File: src/rtl/sreg_pkg.sv
package sreg_pkg;
  typedef enum logic [2:0] {
    LNK_IDLE,
    LNK_DEVICE,
    LNK_POINTER,
    LNK_WRITE,
    LNK_READ,
    LNK_SKIP
  } lnk_state_e;

  localparam int unsigned BITS_PER_BYTE = 8;
  localparam logic [3:0]  SLOT_CNT      = 4'd9;
endpackage

File: src/rtl/sreg_sync.sv
module sreg_sync #(
  parameter int unsigned W      = 2,
  parameter int unsigned STAGES = 2
) (
  input  logic         clk,
  input  logic         rst_n,
  input  logic [W-1:0] async_in,
  output logic [W-1:0] sync_out
);
  logic [W-1:0] stage_q [STAGES];

  generate
    for (genvar s = 0; s < STAGES; s++) begin : g_stage
      always_ff @(posedge clk or negedge rst_n) begin
        if (!rst_n) stage_q[s] <= '1;
        else if (s == 0) stage_q[s] <= async_in;
        else stage_q[s] <= stage_q[(s == 0) ? 0 : s-1];
      end
    end
  endgenerate

  assign sync_out = stage_q[STAGES-1];
endmodule

File: src/rtl/sreg_link.sv
module sreg_link
  import sreg_pkg::*;
#(
  parameter int unsigned AW      = 7,
  parameter int unsigned DW      = 8,
  parameter logic [6:0]  DEV_ID  = 7'h12,
  parameter int unsigned RO_BASE = 124
) (
  input  logic          clk,
  input  logic          rst_n,
  input  logic          sck_s,
  input  logic          sdi_s,
  input  logic [DW-1:0] rd_data,
  output logic          ans,
  output logic          start_det,
  output logic          stop_det,
  output logic          sck_rise,
  output logic          sck_fall,
  output logic          wr_en,
  output logic [AW-1:0] ptr,
  output logic [DW-1:0] wr_data,
  output logic          ptr_step
);
  lnk_state_e    state_q;
  logic          sck_q, sdi_q;
  logic [3:0]    cnt_q;
  logic [DW-1:0] shreg_q, rdbyte_q;
  logic [AW-1:0] ptr_q;
  logic          byte_done;
  logic [2:0]    bit_sel;

  assign start_det = sck_s && sck_q && sdi_q && !sdi_s;
  assign stop_det  = sck_s && sck_q && !sdi_q && sdi_s;
  assign sck_rise  = sck_s && !sck_q;
  assign sck_fall  = !sck_s && sck_q;
  assign byte_done = sck_fall && (cnt_q == 4'd8) && (state_q != LNK_IDLE);
  assign wr_en     = byte_done && (state_q == LNK_WRITE) && (ptr_q < AW'(RO_BASE));
  assign ptr_step  = byte_done && ((state_q == LNK_WRITE) || (state_q == LNK_READ));
  assign ptr       = ptr_q;
  assign wr_data   = shreg_q;
  assign bit_sel   = 3'd7 - cnt_q[2:0];

  always_ff @(posedge clk or negedge rst_n) begin
    if (!rst_n) begin
      sck_q <= 1'b1;
      sdi_q <= 1'b1;
    end else begin
      sck_q <= sck_s;
      sdi_q <= sdi_s;
    end
  end

  always_ff @(posedge clk or negedge rst_n) begin
    if (!rst_n) begin
      state_q  <= LNK_IDLE;
      cnt_q    <= '0;
      shreg_q  <= '0;
      rdbyte_q <= '0;
      ptr_q    <= '0;
      ans      <= 1'b0;
    end else if (start_det) begin
      state_q <= LNK_DEVICE;
      cnt_q   <= '0;
      ans     <= 1'b0;
    end else if (stop_det) begin
      state_q <= LNK_IDLE;
      cnt_q   <= '0;
      ans     <= 1'b0;
    end else if (state_q != LNK_IDLE) begin
      if (sck_rise) begin
        if (cnt_q == 4'd8) begin
          cnt_q <= SLOT_CNT;
        end else begin
          cnt_q   <= (cnt_q == SLOT_CNT) ? 4'd1 : cnt_q + 4'd1;
          shreg_q <= {shreg_q[DW-2:0], sdi_s};
          if (state_q != LNK_READ) ans <= 1'b0;
        end
      end else if (sck_fall) begin
        if (cnt_q == 4'd8) begin
          unique case (state_q)
            LNK_DEVICE: begin
              if (shreg_q == {DEV_ID, 1'b0}) begin
                state_q <= LNK_POINTER;
                ans     <= 1'b1;
              end else if (shreg_q == {DEV_ID, 1'b1}) begin
                state_q <= LNK_READ;
                ans     <= 1'b1;
              end else begin
                state_q <= LNK_SKIP;
                ans     <= 1'b0;
              end
            end
            LNK_POINTER: begin
              ptr_q   <= shreg_q[AW-1:0];
              state_q <= LNK_WRITE;
              ans     <= 1'b1;
            end
            LNK_WRITE: begin
              ptr_q <= ptr_q + 1'b1;
              ans   <= 1'b1;
            end
            LNK_READ: begin
              ptr_q <= ptr_q + 1'b1;
              ans   <= 1'b0;
            end
            default: ans <= 1'b0;
          endcase
        end else if (state_q == LNK_READ) begin
          if (cnt_q == SLOT_CNT) begin
            rdbyte_q <= rd_data;
            ans      <= ~rd_data[DW-1];
          end else if (cnt_q != 4'd0) begin
            ans <= ~rdbyte_q[bit_sel];
          end
        end
      end
    end
  end
endmodule

File: src/rtl/sreg_regfile.sv
module sreg_regfile #(
  parameter int unsigned NREG = 128,
  parameter int unsigned NRO  = 4,
  parameter int unsigned DW   = 8,
  localparam int unsigned AW  = $clog2(NREG),
  localparam int unsigned NRW = NREG - NRO
) (
  input  logic              clk,
  input  logic              rst_n,
  input  logic              wr_en,
  input  logic [AW-1:0]     wr_addr,
  input  logic [DW-1:0]     wr_data,
  input  logic [AW-1:0]     rd_addr,
  output logic [DW-1:0]     rd_data,
  input  logic [NRO*DW-1:0] status_in,
  output logic [NRW*DW-1:0] regs_out
);
  logic [DW-1:0] view [NREG];

  generate
    for (genvar i = 0; i < NRW; i++) begin : g_rw
      logic [DW-1:0] cell_q;
      always_ff @(posedge clk or negedge rst_n) begin
        if (!rst_n) cell_q <= '0;
        else if (wr_en && (wr_addr == AW'(i))) cell_q <= wr_data;
      end
      assign regs_out[i*DW +: DW] = cell_q;
      assign view[i] = cell_q;
    end
    for (genvar k = 0; k < NRO; k++) begin : g_ro
      assign view[NRW+k] = status_in[k*DW +: DW];
    end
  endgenerate

  assign rd_data = view[rd_addr];
endmodule

File: src/rtl/sreg_slave.sv
module sreg_slave #(
  parameter int unsigned NREG   = 128,
  parameter int unsigned NRO    = 4,
  parameter int unsigned DW     = 8,
  parameter logic [6:0]  DEV_ID = 7'h12,
  parameter int unsigned SYNC_STAGES = 2,
  localparam int unsigned AW  = $clog2(NREG),
  localparam int unsigned NRW = NREG - NRO
) (
  input  logic              clk,
  input  logic              rst_n,
  input  logic              ser_clk,
  input  logic              ser_dat,
  output logic              ser_ans,
  input  logic [NRO*DW-1:0] status_in,
  output logic [NRW*DW-1:0] regs_out
);
  logic [1:0]    lines_s;
  logic          start_det, stop_det, sck_rise, sck_fall;
  logic          wr_en, ptr_step;
  logic [AW-1:0] ptr;
  logic [DW-1:0] wr_data, rd_data;

  sreg_sync #(.W(2), .STAGES(SYNC_STAGES)) u_sync (
    .clk      (clk),
    .rst_n    (rst_n),
    .async_in ({ser_clk, ser_dat}),
    .sync_out (lines_s)
  );

  sreg_link #(.AW(AW), .DW(DW), .DEV_ID(DEV_ID), .RO_BASE(NRW)) u_link (
    .clk       (clk),
    .rst_n     (rst_n),
    .sck_s     (lines_s[1]),
    .sdi_s     (lines_s[0]),
    .rd_data   (rd_data),
    .ans       (ser_ans),
    .start_det (start_det),
    .stop_det  (stop_det),
    .sck_rise  (sck_rise),
    .sck_fall  (sck_fall),
    .wr_en     (wr_en),
    .ptr       (ptr),
    .wr_data   (wr_data),
    .ptr_step  (ptr_step)
  );

  sreg_regfile #(.NREG(NREG), .NRO(NRO), .DW(DW)) u_regs (
    .clk       (clk),
    .rst_n     (rst_n),
    .wr_en     (wr_en),
    .wr_addr   (ptr),
    .wr_data   (wr_data),
    .rd_addr   (ptr),
    .rd_data   (rd_data),
    .status_in (status_in),
    .regs_out  (regs_out)
  );
endmodule

File: config.mk
export PLATFORM = sky130hd
export DESIGN_NAME = sreg_slave
export DESIGN_NICKNAME = d
export VERILOG_FILES = /design/src/rtl/sreg_pkg.sv /design/src/rtl/sreg_sync.sv /design/src/rtl/sreg_link.sv /design/src/rtl/sreg_regfile.sv /design/src/rtl/sreg_slave.sv
export SDC_FILE = /design/constraint.sdc
export NUM_CORES = 2
export LEC_CHECK = 0
export ABC_CLOCK_PERIOD_IN_PS = 4400
export BUFFER_PORTS_ARGS = -buffer_cell sky130_fd_sc_hd__buf_2
export CAP_MARGIN = 20
export CORE_MARGIN = 4
export CORE_UTILIZATION = 30
export DETAILED_ROUTE_END_ITERATION = 12
export GPL_ROUTABILITY_DRIVEN = 0
export PLACE_DENSITY = 0.51
export SYNTH_ARGS = -nofsm -noshare
export SYNTH_HDL_FRONTEND = slang
export SYNTH_HIERARCHICAL = 1
export SYNTH_SLANG_ARGS = --single-unit
File: constraint.sdc
create_clock -name clk -period 4.4 [get_ports clk]
set_input_delay 0.22 -clock clk [delete_from_list [all_inputs] [get_ports clk]]
set_output_delay 0.22 -clock clk [all_outputs]
set_load 0.02 [all_outputs]
==> flow_metrics.env <==
export IMPL_status="finished clean"
export IMPL_postCtsResizedCells=0
export IMPL_cts_hold_buf=3
export IMPL_routed_wl_mm=223
export IMPL_final_cells=6138
export IMPL_die_width_um=405
export IMPL_ir_drop_mv=0.337
export IMPL_drc=0
export IMPL_grtUsageTotal=0.266
export IMPL_path_clk_slew_ns=0.06
export IMPL_post_cts_buffers=0
export IMPL_syn_area_um2=47300
export IMPL_slew_violations=0
export IMPL_areaGrowthSynthToFinish_pct=26.5
export IMPL_yosys_warnings=6
export IMPL_wl_per_cell_um=36.4
export IMPL_dp_hpwl_mm=167
export IMPL_numCtsBuffers=121
export IMPL_cts_tree="yes"
export IMPL_grt_pass1_wl_mm=303
export IMPL_h_tree_depth=3
export IMPL_vias_per_cell=5.37
export IMPL_dp_slack_ns=0.563
export IMPL_grt_max_degree=97
export IMPL_ant_nets=0
export IMPL_syn_nets=2930
export IMPL_maxCapViolations=0
export IMPL_slew_headroom=0.242
export IMPL_hold_path_class="in2async"
export IMPL_clock_fmax_mhz=265
export IMPL_clock_skew_ns=0.0308
export IMPL_setup_viol=0
export IMPL_die_h_um=405
export IMPL_critPathKind="reg2reg"
export IMPL_port_buffers=1028
export IMPL_ctsRootBufferMaster="clkbuf_16"
export IMPL_pin_count=1029
export IMPL_drive_gt1_frac=0.677
export IMPL_die_area_um2=164000
export IMPL_tightest_slew_ns=1.13
export IMPL_powerDensity_nw_per_um2=378
export IMPL_placedCellCount=5907
export IMPL_core_area_um2=156000
export IMPL_synthCells=2886
export IMPL_timing_final_crit_share=0.856
export IMPL_layout_setup_ws_ns=0.632
export IMPL_clock_sinks=1029
export IMPL_start_kind="flop"
export IMPL_p_leak_uw=0.0309
export IMPL_worstPathMaxFanout=25
export IMPL_cts_max_path_buffers=3
export IMPL_fin_crit_ns=3.77
export IMPL_antenna_found_initial=19
export IMPL_overflow=0
export IMPL_layout_nets=4019
export IMPL_required_ns=5.05
export IMPL_hold_viol=0
export IMPL_rows=145
export IMPL_tns_ns=0
export IMPL_grt_pass1_vias=33600
export IMPL_crit_arrival_ns=4.42
export IMPL_vias=33000
export IMPL_rsz0062_at_grt="no"
export IMPL_dr_pass1_iters=5
export IMPL_clkLatencyLatePin_ns=0.75
export IMPL_avgSynthCellArea_um2=16.4
export IMPL_start_util=0.302
export IMPL_critPathCaptureType="flop"
export IMPL_drt_iter0_drc=2400
power breakdown:
part / internal, µW / switching (µW)
Combinational: 286 / 1520
Sequential: 9540 / 725
Clock: 6280 / 4290
Total: 16100 / 6540
flip-flops by register name, summed over array words and instances, names as in the netlist:
register	cells
u_link/cnt_q	4
u_link/sck_q	1
u_link/sdi_q	1
u_link/state_q	3
u_link/ans	1
u_sync/stage_q	2
u_link/ptr	7
u_regs/g_rw.cell_q	992
u_link/wr_data	8
u_sync/sync_out	2
u_link/rdbyte_q	8
metal layers:
metal,track usage,routed length [µm],share of wire,vias up
met4,0.0923,9070,0.041,0
li1,-,-,-,13200
met3,0.0712,16300,0.073,300
met1,0.347,91800,0.41,18200
met5,0,0,0,-
met2,0.429,106000,0.47,1292
stage by stage:
step	instance area (µm²)	hold slack, ns	power (µW)	util
floorplan	47300	-0.0756	10900	-
global placement	55600	0.371	12300	0.356
detailed placement	55600	0.367	12300	0.356
CTS	59800	0.118	22900	0.382
global route	59800	0.129	23400	0.382
finish	59800	0.144	22600	0.383
cell usage in the layout (no fill, tap or decap), drive strengths merged, types with 7 or more instances in the layout:
| cell type | instances |
|---|---|
| and3 | 7 |
| buf | 1177 |
| a21oi | 10 |
| clkinv | 15 |
| nor2 | 82 |
| dfrtp | 1023 |
| ha | 8 |
| nand3 | 10 |
| nand2 | 69 |
| mux2 | 1018 |
| mux2i | 7 |
| clkbuf | 183 |
| nor3b | 7 |
| mux4 | 337 |
| bufinv | 11 |
| inv | 16 |
path summary, 6_finish.rpt:
kind | slack (ns) | startpoint | to | cells past startpoint
max in group asynchronous | 2.80 | rst_n | u_regs/g_rw[31].cell_q[0] | 3
setup / recovery | 0.63 | u_link/ptr[0] | u_link/ans | 8
hold / removal | 0.14 | rst_n | u_regs/g_rw[70].cell_q[2] | 2
setup reg to reg | 0.63 | u_link/ptr[0] | u_link/ans | 8
hold reg to reg | 0.37 | u_sync/stage_q[2] | u_sync/sync_out[0] | 0
min in group clk | 0.20 | ser_clk | u_sync/stage_q[3] | 2
area by class of cell:
class	count	area (µm²)
diodes	6	15.0
clock buffers	183	3600
clock inverters	39	561
fillers	15100	96600
inverters	8	30.0
multi-input cells	1635	20600
flip-flops and latches	1029	25800
well taps	2058	2570
repair buffers	1180	6600
worst max-delay path, cell delays in order, from the launching register on:
cell     delay, ns
dfrtp_4       0.73
buf_4         0.53
mux4_2        0.58
mux4_2        0.59
mux4_2        0.49
mux2_2        0.29
nand3_1       0.07
nand4_1       0.10
o31ai_1       0.24
Power figures use the tool's default switching activity.
